### src/rtl/fcp_pkg.sv
package fcp_pkg;
   localparam int CMD_W  = 8;
   localparam int CODE_W = CMD_W - 1;

   typedef struct packed {
      logic              skip;
      logic [CODE_W-1:0] code;
   } cmd_t;
endpackage

### src/rtl/fcp_lane_decode.sv
module fcp_lane_decode #(
   parameter int NUM_CHAN = 32
) (
   input  logic                en,
   input  fcp_pkg::cmd_t       cmd,
   output logic [NUM_CHAN-1:0] clr_mask
);
   localparam int GLOBAL_BIT = fcp_pkg::CODE_W - 1;

   logic active;
   logic wipe;

   assign active = en & ~cmd.skip;
   assign wipe   = active & cmd.code[GLOBAL_BIT];

   // codes at or above NUM_CHAN but below the global range match no bit
   for (genvar i = 0; i < NUM_CHAN; i++) begin : g_bit
      assign clr_mask[i] = wipe | (active & (cmd.code == fcp_pkg::CODE_W'(i)));
   end
endmodule

### src/rtl/fcp_flag_store.sv
module fcp_flag_store #(
   parameter int NUM_CHAN = 32
) (
   input  logic                clk,
   input  logic                rst_n,
   input  logic [NUM_CHAN-1:0] set_vec,
   input  logic [NUM_CHAN-1:0] clr_vec,
   output logic [NUM_CHAN-1:0] flags
);
   for (genvar i = 0; i < NUM_CHAN; i++) begin : g_flag
      always_ff @(posedge clk or negedge rst_n) begin
         if (!rst_n)
            flags[i] <= 1'b0;
         else if (set_vec[i])
            flags[i] <= 1'b1;
         else if (clr_vec[i])
            flags[i] <= 1'b0;
      end
   end
endmodule

### src/rtl/fcp_read_mux.sv
module fcp_read_mux #(
   parameter int          NUM_CHAN  = 32,
   parameter int          DATA_W    = 32,
   parameter int          ADDR_W    = 4,
   parameter logic [15:0] FLAG_ADDR = 16'd4
) (
   input  logic                rd,
   input  logic [ADDR_W-1:0]   addr,
   input  logic [NUM_CHAN-1:0] flags,
   output logic [DATA_W-1:0]   rdata
);
   logic hit;
   assign hit = rd && (addr == FLAG_ADDR[ADDR_W-1:0]);

   always_comb begin
      rdata = '0;
      if (hit)
         rdata[NUM_CHAN-1:0] = flags;
   end
endmodule

### src/rtl/flag_clear_port.sv
module flag_clear_port #(
   parameter int          NUM_CHAN  = 32,
   parameter int          DATA_W    = 32,
   parameter int          ADDR_W    = 4,
   parameter logic [15:0] CMD_ADDR  = 16'd7,
   parameter logic [15:0] FLAG_ADDR = 16'd4
) (
   input  logic                clk,
   input  logic                rst_n,
   input  logic                bus_wr,
   input  logic                bus_rd,
   input  logic [ADDR_W-1:0]   bus_addr,
   input  logic [DATA_W-1:0]   bus_wdata,
   input  logic [DATA_W/8-1:0] bus_be,
   output logic [DATA_W-1:0]   bus_rdata,
   input  logic [NUM_CHAN-1:0] chan_set,
   output logic [NUM_CHAN-1:0] flags_out,
   output logic                irq
);
   localparam int LANES = DATA_W / fcp_pkg::CMD_W;

   if (NUM_CHAN < 1 || NUM_CHAN > 32) begin : g_bad_chan
      $error("NUM_CHAN must lie in 1..32");
   end
   if (DATA_W != LANES * fcp_pkg::CMD_W || LANES < 1) begin : g_bad_width
      $error("DATA_W must be a positive multiple of 8");
   end
   if (NUM_CHAN > DATA_W) begin : g_bad_read
      $error("flag register must fit in one data word");
   end
   if (CMD_ADDR[ADDR_W-1:0] == FLAG_ADDR[ADDR_W-1:0]) begin : g_bad_addr
      $error("command and flag addresses must differ");
   end
   if (ADDR_W < 16 && ((CMD_ADDR >> ADDR_W) != 0 || (FLAG_ADDR >> ADDR_W) != 0)) begin : g_bad_range
      $error("addresses must fit in ADDR_W bits");
   end

   logic                cmd_hit;
   logic [NUM_CHAN-1:0] lane_clr [LANES];
   logic [NUM_CHAN-1:0] clr_all_lanes;

   assign cmd_hit = bus_wr && (bus_addr == CMD_ADDR[ADDR_W-1:0]);

   for (genvar k = 0; k < LANES; k++) begin : g_lane
      fcp_lane_decode #(.NUM_CHAN(NUM_CHAN)) u_dec (
         .en       (cmd_hit & bus_be[k]),
         .cmd      (bus_wdata[k*fcp_pkg::CMD_W +: fcp_pkg::CMD_W]),
         .clr_mask (lane_clr[k])
      );
   end

   always_comb begin
      clr_all_lanes = '0;
      for (int k = 0; k < LANES; k++)
         clr_all_lanes = clr_all_lanes | lane_clr[k];
   end

   fcp_flag_store #(.NUM_CHAN(NUM_CHAN)) u_store (
      .clk     (clk),
      .rst_n   (rst_n),
      .set_vec (chan_set),
      .clr_vec (clr_all_lanes),
      .flags   (flags_out)
   );

   fcp_read_mux #(
      .NUM_CHAN  (NUM_CHAN),
      .DATA_W    (DATA_W),
      .ADDR_W    (ADDR_W),
      .FLAG_ADDR (FLAG_ADDR)
   ) u_rd (
      .rd    (bus_rd),
      .addr  (bus_addr),
      .flags (flags_out),
      .rdata (bus_rdata)
   );

   assign irq = |flags_out;
endmodule

### config.mk
export PLATFORM = sky130hd
export DESIGN_NAME = flag_clear_port
export DESIGN_NICKNAME = d
export VERILOG_FILES = /design/src/rtl/fcp_pkg.sv /design/src/rtl/fcp_lane_decode.sv /design/src/rtl/fcp_flag_store.sv /design/src/rtl/fcp_read_mux.sv /design/src/rtl/flag_clear_port.sv
export SDC_FILE = /design/constraint.sdc
export NUM_CORES = 1
export LEC_CHECK = 0
export BUFFER_PORTS_ARGS = -buffer_cell sky130_fd_sc_hd__buf_2
export CAP_MARGIN = 10
export CORE_MARGIN = 4
export CORE_UTILIZATION = 40
export DETAILED_ROUTE_END_ITERATION = 10
export PLACE_DENSITY = 0.68
export SKIP_CTS_REPAIR_TIMING = 1
export SYNTH_ARGS = -nofsm -noshare
export SYNTH_HDL_FRONTEND = slang
export SYNTH_SLANG_ARGS = --single-unit
### constraint.sdc
create_clock -name clk -period 1.75 [get_ports clk]
set_clock_uncertainty 0.1 [all_clocks]
set_input_delay 0.2625 -clock clk [delete_from_list [all_inputs] [get_ports clk]]
set_output_delay 0.2625 -clock clk [all_outputs]
set_load 0.02 [all_outputs]
**Yosys cells after proc, flatten, opt, wreduce, memory -nomap -nowiden**

Cells that the tools add are included.

- $add $sub $neg: 0
- Multipliers: 0
- Div/mod/pow operators: 0
- $lt $le $gt $ge: 0
- Equality and inequality tests: 126
- Shift operators: 0
- Mux-type cells: 65
- Bitwise gates (word level): 275
- Reductions and logical operators: 39

Operators with widths:

| kind | number |
|---|---|
| equality test 7 x 5 -> 1 bit, second input constant | 64 |
| equality test 7 x 4 -> 1 bit, second input constant | 32 |
| bitwise AND 1 bit | 140 |
| OR 1 bit | 128 |
| equality test 7 x 3 -> 1 bit, second input constant | 16 |
| OR 32 bit | 3 |
| 2-to-1 mux 1 bit | 64 |
| nonzero test 2 bit | 32 |
| equality test 7 x 2 -> 1 bit, second input constant | 8 |
| 2-to-1 mux 32 bit | 1 |
| OR reduction 32 bit | 1 |
| equality test 7 x 1 -> 1 bit, second input constant | 4 |
| logical NOT 7 bit | 4 |
| equality test 4 x 3 -> 1 bit, second input constant | 2 |
| NOT 1 bit | 4 |
| logical AND 1 bit | 2 |

- Flip-flop bits (word level): 32
- Latch bits: 0
- Memory bits (writable): 0
- ROM bits: 0
- Bits of input ports: 76
- Output and inout port bits: 65
- Memories kept: 0

**Depth between registers and ports, before layout**

Gate-level depths: netlist (run 1).

- Depth in word-level cells: 11
- Depth in mapped cells: 6

**Cells and area by module**

Synthesis (run 1) repeated with hierarchy kept, for this count alone.

- Cell total of the unflattened synthesis: 417
- Area, all modules: 3,508.4 µm²

Modules (own cells, without submodules):

| module | times used | cells each | area an instance (µm²) | sequential area each (µm²) |
|---|---|---|---|---|
| fcp_lane_decode | 4 | 49 | 361.6 | 0.0 |
| fcp_flag_store | 1 | 96 | 1,161.1 | 800.8 |
| fcp_read_mux | 1 | 76 | 544.3 | 0.0 |
| flag_clear_port | 1 | 49 | 356.6 | 0.0 |

**Worst setup path before layout (run 1)**

OpenSTA, ideal clock, no wires.

- Path type: input port to flip-flop
- Start: input bus_wdata[22]
- End: register u_store.flags[0]
- Library setup time: 0.120 ns
- Arrival: 1.568 ns
- Required time: 1.530 ns
- Path slack: -0.039 ns
- Cell stages on the path: 5
- Buffers on the path: 0
- Cell sequence: or4b_4 -> nand2b_4 -> nor3_4 -> a22oi_2 -> a41o_1

- Cells in the longest elaborated chain, start to end: 6
- Elaborated cells between the ends (all ways): 7
- Those cells by class: bitwise: 5; reduce/logical: 2

Ends and longest elaborated chain:

| what | line | text |
|---|---|---|
| from (decl) | flag_clear_port.sv:13 | `input logic [DATA_W-1:0] bus_wdata,` |
| logical NOT 7 bit | fcp_lane_decode.sv:18 | `assign clr_mask[i] = wipe \| (active & (cmd.code == fcp_pkg::CODE_W'(i)));` |
| bitwise AND 1 bit | fcp_lane_decode.sv:18 |  |
| OR 1 bit (*) | fcp_lane_decode.sv:18 |  |
| OR 32 bit (*) (2 in a row) | flag_clear_port.sv:55 | `clr_all_lanes = clr_all_lanes \| lane_clr[k];` |
| nonzero test 2 bit (no line) (*) | -- |  |
| to (signal, indexed assignment) | fcp_flag_store.sv:13 | `flags[i] <= 1'b0;` |
| to (signal, indexed assignment) | fcp_flag_store.sv:15 | `flags[i] <= 1'b1;` |
| to (signal, indexed assignment) | fcp_flag_store.sv:17 | `flags[i] <= 1'b0;` |
| to (decl) | fcp_flag_store.sv:8 | `output logic [NUM_CHAN-1:0] flags` |

Mark *: on every way between the ends. The rest lies on a longest branch, timed or not.
A chain may end at the register's enable or synchronous reset.

**Worst setup path after layout (run 1)**

- Start: register u_store.flags[22]
- End: output irq

- Cells in the longest elaborated chain, start to end: 1

Ends and longest elaborated chain:

| what | line | text |
|---|---|---|
| OR reduction 32 bit | flag_clear_port.sv:78 | `assign irq = \|flags_out;` |
| to (decl) | flag_clear_port.sv:18 | `output logic irq` |

No other way between the ends.

==> metrics.md, run 1 <==
| Metric | Value |
|---|---|
| Status | finished, violations left |
| Failing checks | setup timing |
| Critical Path Sink Type | output pin |
| Global-route wire length before repair | 21700 µm |
| Vias | 4220 |
| HPWL Detailed | 12000 µm |
| Placement Rows | 31 |
| I/O Buffers | 140 |
| Max Cap Viol | 0 |
| FF/Latch Area | 801 µm² |
| N_diodes | 0 |
| Seq cells post-synth | 32 |
| Layout Nets | 684 |
| CTS sink cnt | 32 |
| Gp weighted congestion | 1.02 |
| Clock Path Buffers | 2 |
| Vias in the first global route | 3983 |
| Placeable Area | 7210 µm² |
| Share of cells above drive strength 1 | 0.479 |
| Setup Crit Path Kind | flop to output pin |
| TritonCTS clock tree | built |
| Primary FF master, synth | dfrtp_1 |
| Die Area | 8850 µm² |
| Initial core utilization | 0.411 |
| Leakage | 0.00212 µW |
| Sequential area share after synthesis | 0.270 |
| Synth cell types | 63 |
| Top cells by area, synth | dfrtp_1 (27%), and2_1 (7.4%), nand2_1 (5.2%), a41o_1 (4.7%), a21oi_1 (3.7%) |
| Drt drc | 0 |
| Tcrit/Tclk final | 1.13 |
| Worst Path Max Fanout | 2 |
| Cell count after placement | 695 |
| Synthesized cell area | 2960 µm² |
| Final worst setup slack | -0.226 ns |
| Worst path top cell family by delay | simple AND/OR/NAND/NOR gates |
| Largest net degree at the start of global routing | 33 |
| Largest area contributor in the netlist | dfrtp_1 |
| RSZ-0062 raised after global routing | true |
| TNS Setup | -0.226 ns |
| Wire per inst | 21.0 µm |
| Total Routing Usage GR | 0.325 |
| Initial antenna violation count | 0 |
| Area growth from synthesis to layout | 66.1% |
| Total chip power | 2140 µW |
| CP max-delay cell | dfrtp_1 |
| Net Count, Synth | 446 |
| Ordered list of cells on the worst path | nor4_2 -> nand4_1 -> or2_4 -> buf_6 |
| Crit path largest cell delay | 0.44 ns |
| Post-DR vias/cell | 5.96 |
| Peak VDD IR | 0.289 mV |
| Least-Margin Pin Slew | 0.445 ns |
| Drt pass-1 iters | 5 |
| Top reg by flops | u_store.flags |
| Multi-input logic area | 2220 µm² |
| Drt initial violations | 512 |
| Skew-Pair Late Insertion Delay | 0.29 ns |
| Chip height | 94.1 µm |
| Non-filler instance count after layout | 708 |
| Root buffer cell | clkbuf_8 |
| Die X | 94.1 µm |
| H-tree levels | 2 |
| Worst Path Buf+Inv | 1 |
| Post-synth top area share | 0.270 |
| Hold Vio Cnt, Final | 0 |
| Number of clock buffers inserted by TritonCTS | 5 |
| Avg Inst Size Synth | 8.01 µm² |
| F_max | 506 MHz |
| Clock-pin slew on the worst setup and hold paths | 0.08 ns |
| FILL cells | 655 |
| Final min period | 1.98 ns |
| Critical Path AT | 1.61 ns |
| Worst slew margin | 0.703 |
| Grt total ovfl | 0 |
| Power Density | 434 nW/µm² |
| CP Launch Type | flop |
| Required time worst endpoint | 1.39 ns |
| Async set or reset register ratio after synthesis | 1.00 |
| Routed wire length | 14900 µm |
| Max FFs per register | 32 |
| Post-route ant nets | 0 |
| Hold Crit Class | primary input to flop |
| Final setup violation count | 1 |
| Biggest regs | u_store.flags (32) |
| Cell count after synthesis | 370 |
| I/O Pins | 141 |
| Yosys warnings | 0 |
| Slew Limit Fails | 0 |
| Commonest cells after routing, fill and taps aside | buf_2 (121), buf_4 (113), nand2_1 (41) |
| Post-synth EDFFs | 0 |
| Most common cell after layout, fill and taps aside | buf_2 |
| Placement Setup Slack | -0.462 ns |
## cell type report
type,instances,share of cell area
multi-input combinational,314,0.450
timing repair buffer,248,0.331
sequential,32,0.163
tap,99,0.0252
clock buffer,7,0.0196
clock inverter,1,0.00610
inverter,7,0.00534
## power by group
part           total, µW  internal (µW)  switching [µW]
Clock                819            503             316
Combinational        561            251             311
Sequential           758            748            9.30
## final timing paths
path                                    from                end  slack [ns]  cells after the start
min reg2reg                u_store.flags[11]  u_store.flags[11]        0.49                      1
max in group asynchronous              rst_n   u_store.flags[4]        0.80                      3
min                              chan_set[8]   u_store.flags[8]        0.06                      2
min in group asynchronous              rst_n  u_store.flags[15]        0.42                      3
max reg2reg                u_store.flags[22]  u_store.flags[22]        0.69                      3
max                        u_store.flags[22]                irq       -0.23                      4
## cells by family (layout without fill, tap and decap cells)
logic type	count (synthesis)	in the layout	synth area share
AND/OR/NAND/NOR	205	205	0.417
AO/OA/AOI/OAI	109	109	0.281
flip-flops	32	32	0.270
buffers and inverters	24	263	0.0321
## synthesized netlist by cell type, drive strengths merged, types with 3 or more instances
master	count
a22oi	10
nand2	41
and2	35
a21o	4
a32oi	9
nand3b	5
a221oi	4
o21ai	6
clkbuf	16
a31o	7
nor2b	5
nor3	18
nand3	19
o21bai	9
inv	7
dfrtp	32
nor3b	6
and3	8
nand2b	5
nand4	7
a21oi	22
a31oi	3
nor4	10
nand4b	3
nor2	26
o31ai	3
o211ai	4
a41o	14
## stage by stage
step / hold WS [ns] / instance area (µm²) / utilization
after floorplan: -0.133 / 2970 / -
after global placement: 0.216 / 4530 / 0.628
after detailed placement: 0.218 / 4530 / 0.628
after CTS: -0.0915 / 4660 / 0.646
after global routing: 0.0566 / 4920 / 0.682
final: 0.0555 / 4920 / 0.682
## metal layers
metal	vias up	GRT usage	share of wire
li1	1904	-	-
met1	2007	0.441	0.41
met2	273	0.526	0.46
met3	36	0.0513	0.10
met4	0	0.105	0.024
met5	-	0	0
Note: power is estimated with default switching activity, not from simulation.
==> run 2, diff against run 1 <==
--- a/config.mk
+++ b/config.mk
@@ -7,7 +7,6 @@
 export LEC_CHECK = 0
 export BUFFER_PORTS_ARGS = -buffer_cell sky130_fd_sc_hd__buf_2
 export CAP_MARGIN = 10
-export CORE_MARGIN = 4
 export CORE_UTILIZATION = 40
 export DETAILED_ROUTE_END_ITERATION = 10
 export PLACE_DENSITY = 0.68
==> run 2 against run 1 <==
Net effect: first-iteration DRC count shrank 9.0%; global-route usage grew 4.7 points; sequential share of layout area shrank 0.40 points; total power shrank 4.4%; utilization grew 1.7 points; the flow still finishes with violations (setup timing); highest routed layer unchanged; clock-buffer cell count shrank 1; routed wire length grew 0.48%; flip-flop and latch count is the same; via count grew 1.2%.
==> metrics.md, run 2 (synthesis gave the netlist of run 1 again) <==
| Metric | Value |
|---|---|
| Status | finished, violations left |
| Failing checks | setup timing |
| WL met3 | 1610 µm (+6.1%) |
| Worst Path Max Fanout | 2 (unchanged) |
| Initial antenna violation count | 0 (unchanged) |
| Max FFs per register | 32 (unchanged) |
| Post-DR vias/cell | 5.93 (-0.50%) |
| Hold Vio Cnt, Final | 0 (unchanged) |
| Clock-pin slew on the worst setup and hold paths | 0.07 ns (about the same) |
| I/O Buffers | 140 (unchanged) |
| Setup Crit Path Kind | flop to output pin |
| Cell count after placement | 704 (+1.3%) |
| N_diodes | 0 (unchanged) |
| CP Launch Type | flop |
| Initial core utilization | 0.411 (unchanged) |
| H-tree levels | 2 (unchanged) |
| Fin util | 0.699 (+0.0170) |
| Top reg by flops | u_store.flags |
| TritonCTS clock tree | built |
| Biggest regs | u_store.flags (32) |
| Skew-Pair Late Insertion Delay | 0.28 ns (about the same) |
| Chip height | 88.1 µm (-6.4%) |
| Layout Nets | 696 (+1.8%) |
| Share of cells above drive strength 1 | 0.499 (+0.0197) |
| DR WL met2 | 6700 µm (-1.8%) |
| Hold WS | 0.0744 ns (+0.0190 ns) |
| Required time worst endpoint | 1.39 ns (about the same) |
| Total Routing Usage GR | 0.372 (+0.0468) |
| Least-Margin Pin Slew | 0.395 ns (-0.0499 ns) |
| Post-route cell area | 5040 µm² (+2.5%) |
| Commonest cells after routing, fill and taps aside | buf_2 (120), buf_4 (112), nand2_1 (40) |
| RSZ-0062 raised after global routing | true |
| Die Area | 7760 µm² (-12%) |
| Vias | 4270 (+1.2%) |
| Worst slew margin | 0.736 (+0.0323) |
| Root buffer cell | clkbuf_8 |
| Hold Crit Class | primary input to flop |
| Max Cap Viol | 0 (unchanged) |
| Critical Path AT | 1.69 ns (+0.08 ns) |
| Most common cell after layout, fill and taps aside | buf_2 |
| HPWL Detailed | 11700 µm (-2.0%) |
| Slew Limit Fails | 0 (unchanged) |
| Non-filler instance count after layout | 720 (+1.7%) |
| Die X | 88.1 µm (-6.4%) |
| Placement Setup Slack | -0.397 ns (+0.0658 ns) |
| Routed wire length | 14900 µm (+0.48%) |
| Global-route wire length before repair | 20900 µm (-3.7%) |
| Drt drc | 0 (unchanged) |
| Clock Path Buffers | 2 (unchanged) |
| Met1 wire length | 6030 µm (-1.9%) |
| Drt pass-1 iters | 5 (unchanged) |
| Critical Path Sink Type | output pin |
| Number of clock buffers inserted by TritonCTS | 5 (unchanged) |
| Gp weighted congestion | 1.01 (-0.91%) |
| Drt initial violations | 466 (-9.0%) |
| Final worst setup slack | -0.299 ns (-0.0732 ns) |
| Grt total ovfl | 0 (unchanged) |
| I/O Pins | 141 (unchanged) |
| Dpl cell area | 4630 µm² (+2.0%) |
| Leakage | 0.00216 µW (+2.1%) |
| Power Density | 405 nW/µm² (-6.7%) |
| Area growth from synthesis to layout | 70.2% |
| CTS sink cnt | 32 (unchanged) |
| Placeable Area | 7210 µm² (unchanged) |
| F_max | 488 MHz (-3.6%) |
| Top Layer Used | met4 |
| Largest net degree at the start of global routing | 33 (unchanged) |
| Peak VDD IR | 0.328 mV (+14%) |
| Wire per inst | 20.7 µm (-1.2%) |
| Final setup violation count | 6 (+5) |
| Vias in the first global route | 3868 (-2.9%) |
| Tcrit/Tclk final | 1.17 (+0.0418) |
| Placement Rows | 31 (unchanged) |
| Final min period | 2.05 ns (+0.0732 ns) |
| Post-route ant nets | 0 (unchanged) |
run 2: path summary, 6_finish.rpt:
check                             startpoint           endpoint  slack (ns)  depth (start not counted)
min reg2reg                u_store.flags[11]  u_store.flags[11]        0.48                          1
max reg2reg                 u_store.flags[6]   u_store.flags[6]        0.65                          4
min in group asynchronous              rst_n  u_store.flags[28]        0.36                          3
min                              chan_set[3]   u_store.flags[3]        0.07                          2
max                         u_store.flags[5]                irq       -0.30                          4
max in group asynchronous              rst_n   u_store.flags[7]        1.01                          3
run 2: cell type report:
cell class	instances	area, µm²
inverter	7	26.3
clock buffer	6	72.6
sequential	32	801
tap	99	124
fill	605	2170
multi-input combinational	314	2200
timing repair buffer	260	1790
clock inverter	2	35.0
run 2: per-stage QoR:
step                power (µW)  setup TNS (ns)
finish                    2040          -0.332
global route              2110          -0.513
CTS                       2000           -4.32
detailed placement        1300          -10.41
global placement          1300           -8.81
floorplan                  976          -0.119
run 2: report_power, final:
part           switching, µW  leakage [µW]  internal (µW)  total (µW)
registers               8.47      0.000283            749         757
logic                    319       0.00183            262         581
clock network            284     0.0000552            423         707
total                    611       0.00216           1430        2040
run 2: routing by layer:
metal	vias up	global-route usage
li1	1929	-
met1	1975	0.482
met2	315	0.610
met3	51	0.0726
met4	0	0.145
met5	-	0
run 2: critical path: stages, from the launching register on:
cell,delay (ns)
dfrtp_1,0.39
nor4_2,0.34
nand4_1,0.26
or2_4,0.30
buf_6,0.13
==> run 3, diff against run 2 <==
--- a/config.mk
+++ b/config.mk
@@ -9,7 +9,7 @@
 export CAP_MARGIN = 10
 export CORE_UTILIZATION = 40
 export DETAILED_ROUTE_END_ITERATION = 10
-export PLACE_DENSITY = 0.68
+export PLACE_DENSITY_LB_ADDON = 0.08
 export SKIP_CTS_REPAIR_TIMING = 1
 export SYNTH_ARGS = -nofsm -noshare
 export SYNTH_HDL_FRONTEND = slang
==> run 3 against run 2 <==
Net effect: the flow still finishes with violations (setup timing); critical path depth unchanged; die area is the same; utilization down 2.9 points; largest cell class unchanged; largest power group unchanged.
==> metrics.md, run 3 (synthesis gave the netlist of run 1 again) <==
| Metric | Value |
|---|---|
| Wire per inst | 20.0 µm (-3.6%) |
| Status | finished, violations left |
| Placeable Area | 7210 µm² (unchanged) |
| Setup crit start | u_store.flags[5] |
| Drt drc | 0 (unchanged) |
| Die Area | 7760 µm² (unchanged) |
| Setup crit end | irq |
| Int Pwr | 1320 µW (-8.2%) |
| RR Startpoint | u_store.flags[27] |
| Vias in the first global route | 3718 (-3.9%) |
| FF-to-FF path depth | 3 (-1) |
| Initial core utilization | 0.411 (unchanged) |
| Sequential share of power | 0.396 (+0.026) |
| Commonest cells after routing, fill and taps aside | buf_2 (121), buf_4 (95), nand2_1 (41) |
| Least-Margin Pin Slew | 0.428 ns (+0.0326 ns) |
| Net Sw Frac | 0.313 (+0.0142) |
| Worst Path Max Fanout | 4 (+2) |
| Clock-pin slew on the worst setup and hold paths | 0.07 ns (about the same) |
| Biggest regs | u_store.flags (32) |
| H-tree levels | 2 (unchanged) |
| Power Density | 396 nW/µm² (-2.2%) |
| Max Cap Viol | 0 (unchanged) |
| Cell count after placement | 688 (-2.3%) |
| Required time worst endpoint | 1.39 ns (about the same) |
| Share of total power in combinational logic | 0.285 (about the same) |
| Max FFs per register | 32 (unchanged) |
| N_diodes | 0 (unchanged) |
| Non-filler instance count after layout | 700 (-2.8%) |
| I/O Buffers | 140 (unchanged) |
| Layout Nets | 676 (-2.9%) |
| Peak VDD IR | 0.314 mV (-4.3%) |
| Largest net degree at the start of global routing | 18 (-45%) |
| Clock Power Share | 0.319 (-0.027) |
| Top reg by flops | u_store.flags |
| M1 GR Usage | 0.470 (-0.0123) |
| Post-route ant nets | 0 (unchanged) |
| Final min period | 1.97 ns (-0.0804 ns) |
| Total Routing Usage GR | 0.348 (-0.0233) |
| Post-DR vias/cell | 5.93 (about the same) |
| Hold Crit Class | primary input to flop |
| Hold Vio Cnt, Final | 0 (unchanged) |
| HPWL Detailed | 11100 µm (-5.1%) |
| Final setup violation count | 15 (+9) |
| Critical Path Sink Type | output pin |
| Share of cells above drive strength 1 | 0.483 (-0.0167) |
| R2R Path End | u_store.flags[27] |
| Hold path cells | 2 (unchanged) |
| Skew-Pair Late Insertion Delay | 0.29 ns (about the same) |
| Die X | 88.1 µm (unchanged) |
| Placement Rows | 31 (unchanged) |
| R2R setup slack | 0.71 ns (+0.06 ns) |
| Clock Path Buffers | 2 (unchanged) |
| I/O Pins | 141 (unchanged) |
| Most common cell after layout, fill and taps aside | buf_2 |
| Tcrit/Tclk final | 1.12 (-0.0459) |
| CTS sink cnt | 32 (unchanged) |
| Leakage | 0.00206 µW (-4.7%) |
| Switching power | 600 µW (-1.8%) |
| TNS Setup | -0.707 ns (-0.375 ns) |
| Gp weighted congestion | 1.04 (+2.6%) |
| Routed wire length | 14000 µm (-6.3%) |
| TritonCTS clock tree | built |
| Initial antenna violation count | 0 (unchanged) |
| HP Start | chan_set[16] |
| Setup Crit Path Kind | flop to output pin |
| F_max | 508 MHz (+4.1%) |
| Failing checks | setup timing |
| Critical Path AT | 1.61 ns (-0.08 ns) |
| Most Crowded Layer GR | met2 |
| Area growth from synthesis to layout | 63.1% |
| GRT met3 Usage | 0.0584 (-0.0141) |
| Root buffer cell | clkbuf_8 |
| Chip height | 88.1 µm (unchanged) |
| Worst slew margin | 0.714 (-0.0214) |
| GRT met2 Usage | 0.562 (-0.0472) |
| Final worst setup slack | -0.219 ns (+0.0804 ns) |
| Global-route wire length before repair | 19800 µm (-5.3%) |
| Number of clock buffers inserted by TritonCTS | 5 (unchanged) |
| Drt pass-1 iters | 5 (unchanged) |
| Grt total ovfl | 0 (unchanged) |
| Slew Limit Fails | 0 (unchanged) |
| CP Launch Type | flop |
| Drt initial violations | 361 (-23%) |
| RSZ-0062 raised after global routing | true |
| Placement Setup Slack | -0.363 ns (+0.0337 ns) |
| Vias | 4148 (-2.9%) |
run 3: cell types whose count changed in the layout (fill, tap and decap cells not counted), moves of 2 or more:
cell / change
buf_6: -2
and2_1: -2
buf_12: -2
and2_4: +2
buf_4: -17
run 3: power groups by stage:
stage / logic (µW) / clock network, µW / registers [µW]
after floorplan: 194 / 0 / 783
after global placement: 506 / 0 / 770
after detailed placement: 511 / 0 / 770
after CTS: 513 / 606 / 756
after global routing: 582 / 631 / 759
final: 546 / 612 / 758
run 3: cell type report:
cell class                 instances  area (µm²)
multi-input combinational        314        2190
sequential                        32         802
tap                               99         124
inverter                           7        26.3
clock buffer                       8        90.1
fill                             644        2380
timing repair buffer             240        1610
run 3: stage by stage:
step	utilization	area (µm²)	hold WS (ns)	total power [µW]
3_5_place_dp	0.621	4480	0.111	1280
2_1_floorplan	-	2970	-0.133	976
3_3_place_gp	0.621	4480	0.107	1280
4_1_cts	0.634	4570	-0.195	1880
6_report	0.670	4830	0.0579	1920
5_1_grt	0.670	4830	0.0643	1970
run 3: worst min-delay path by stage:
stage | to | slack (ns)
after global routing | u_store.flags[17] | 0.06
after CTS | u_store.flags[15] | -0.20
after detailed placement | u_store.flags[15] | 0.11
after global placement | u_store.flags[15] | 0.11
final | u_store.flags[16] | 0.06
after floorplan | u_store.flags[0] | -0.13
run 3: worst max-delay path, cell delays in order (launching register included):
cell and delay (ns):
dfrtp_1 0.41, nor4_2 0.30, nand4_1 0.20, or2_4 0.28, buf_6 0.13
run 3: metal layers:
layer | part of all wire | vias up
li1 | - | 1900
met1 | 0.42 | 1940
met2 | 0.46 | 279
met3 | 0.10 | 29
met4 | 0.023 | 0
met5 | 0 | -
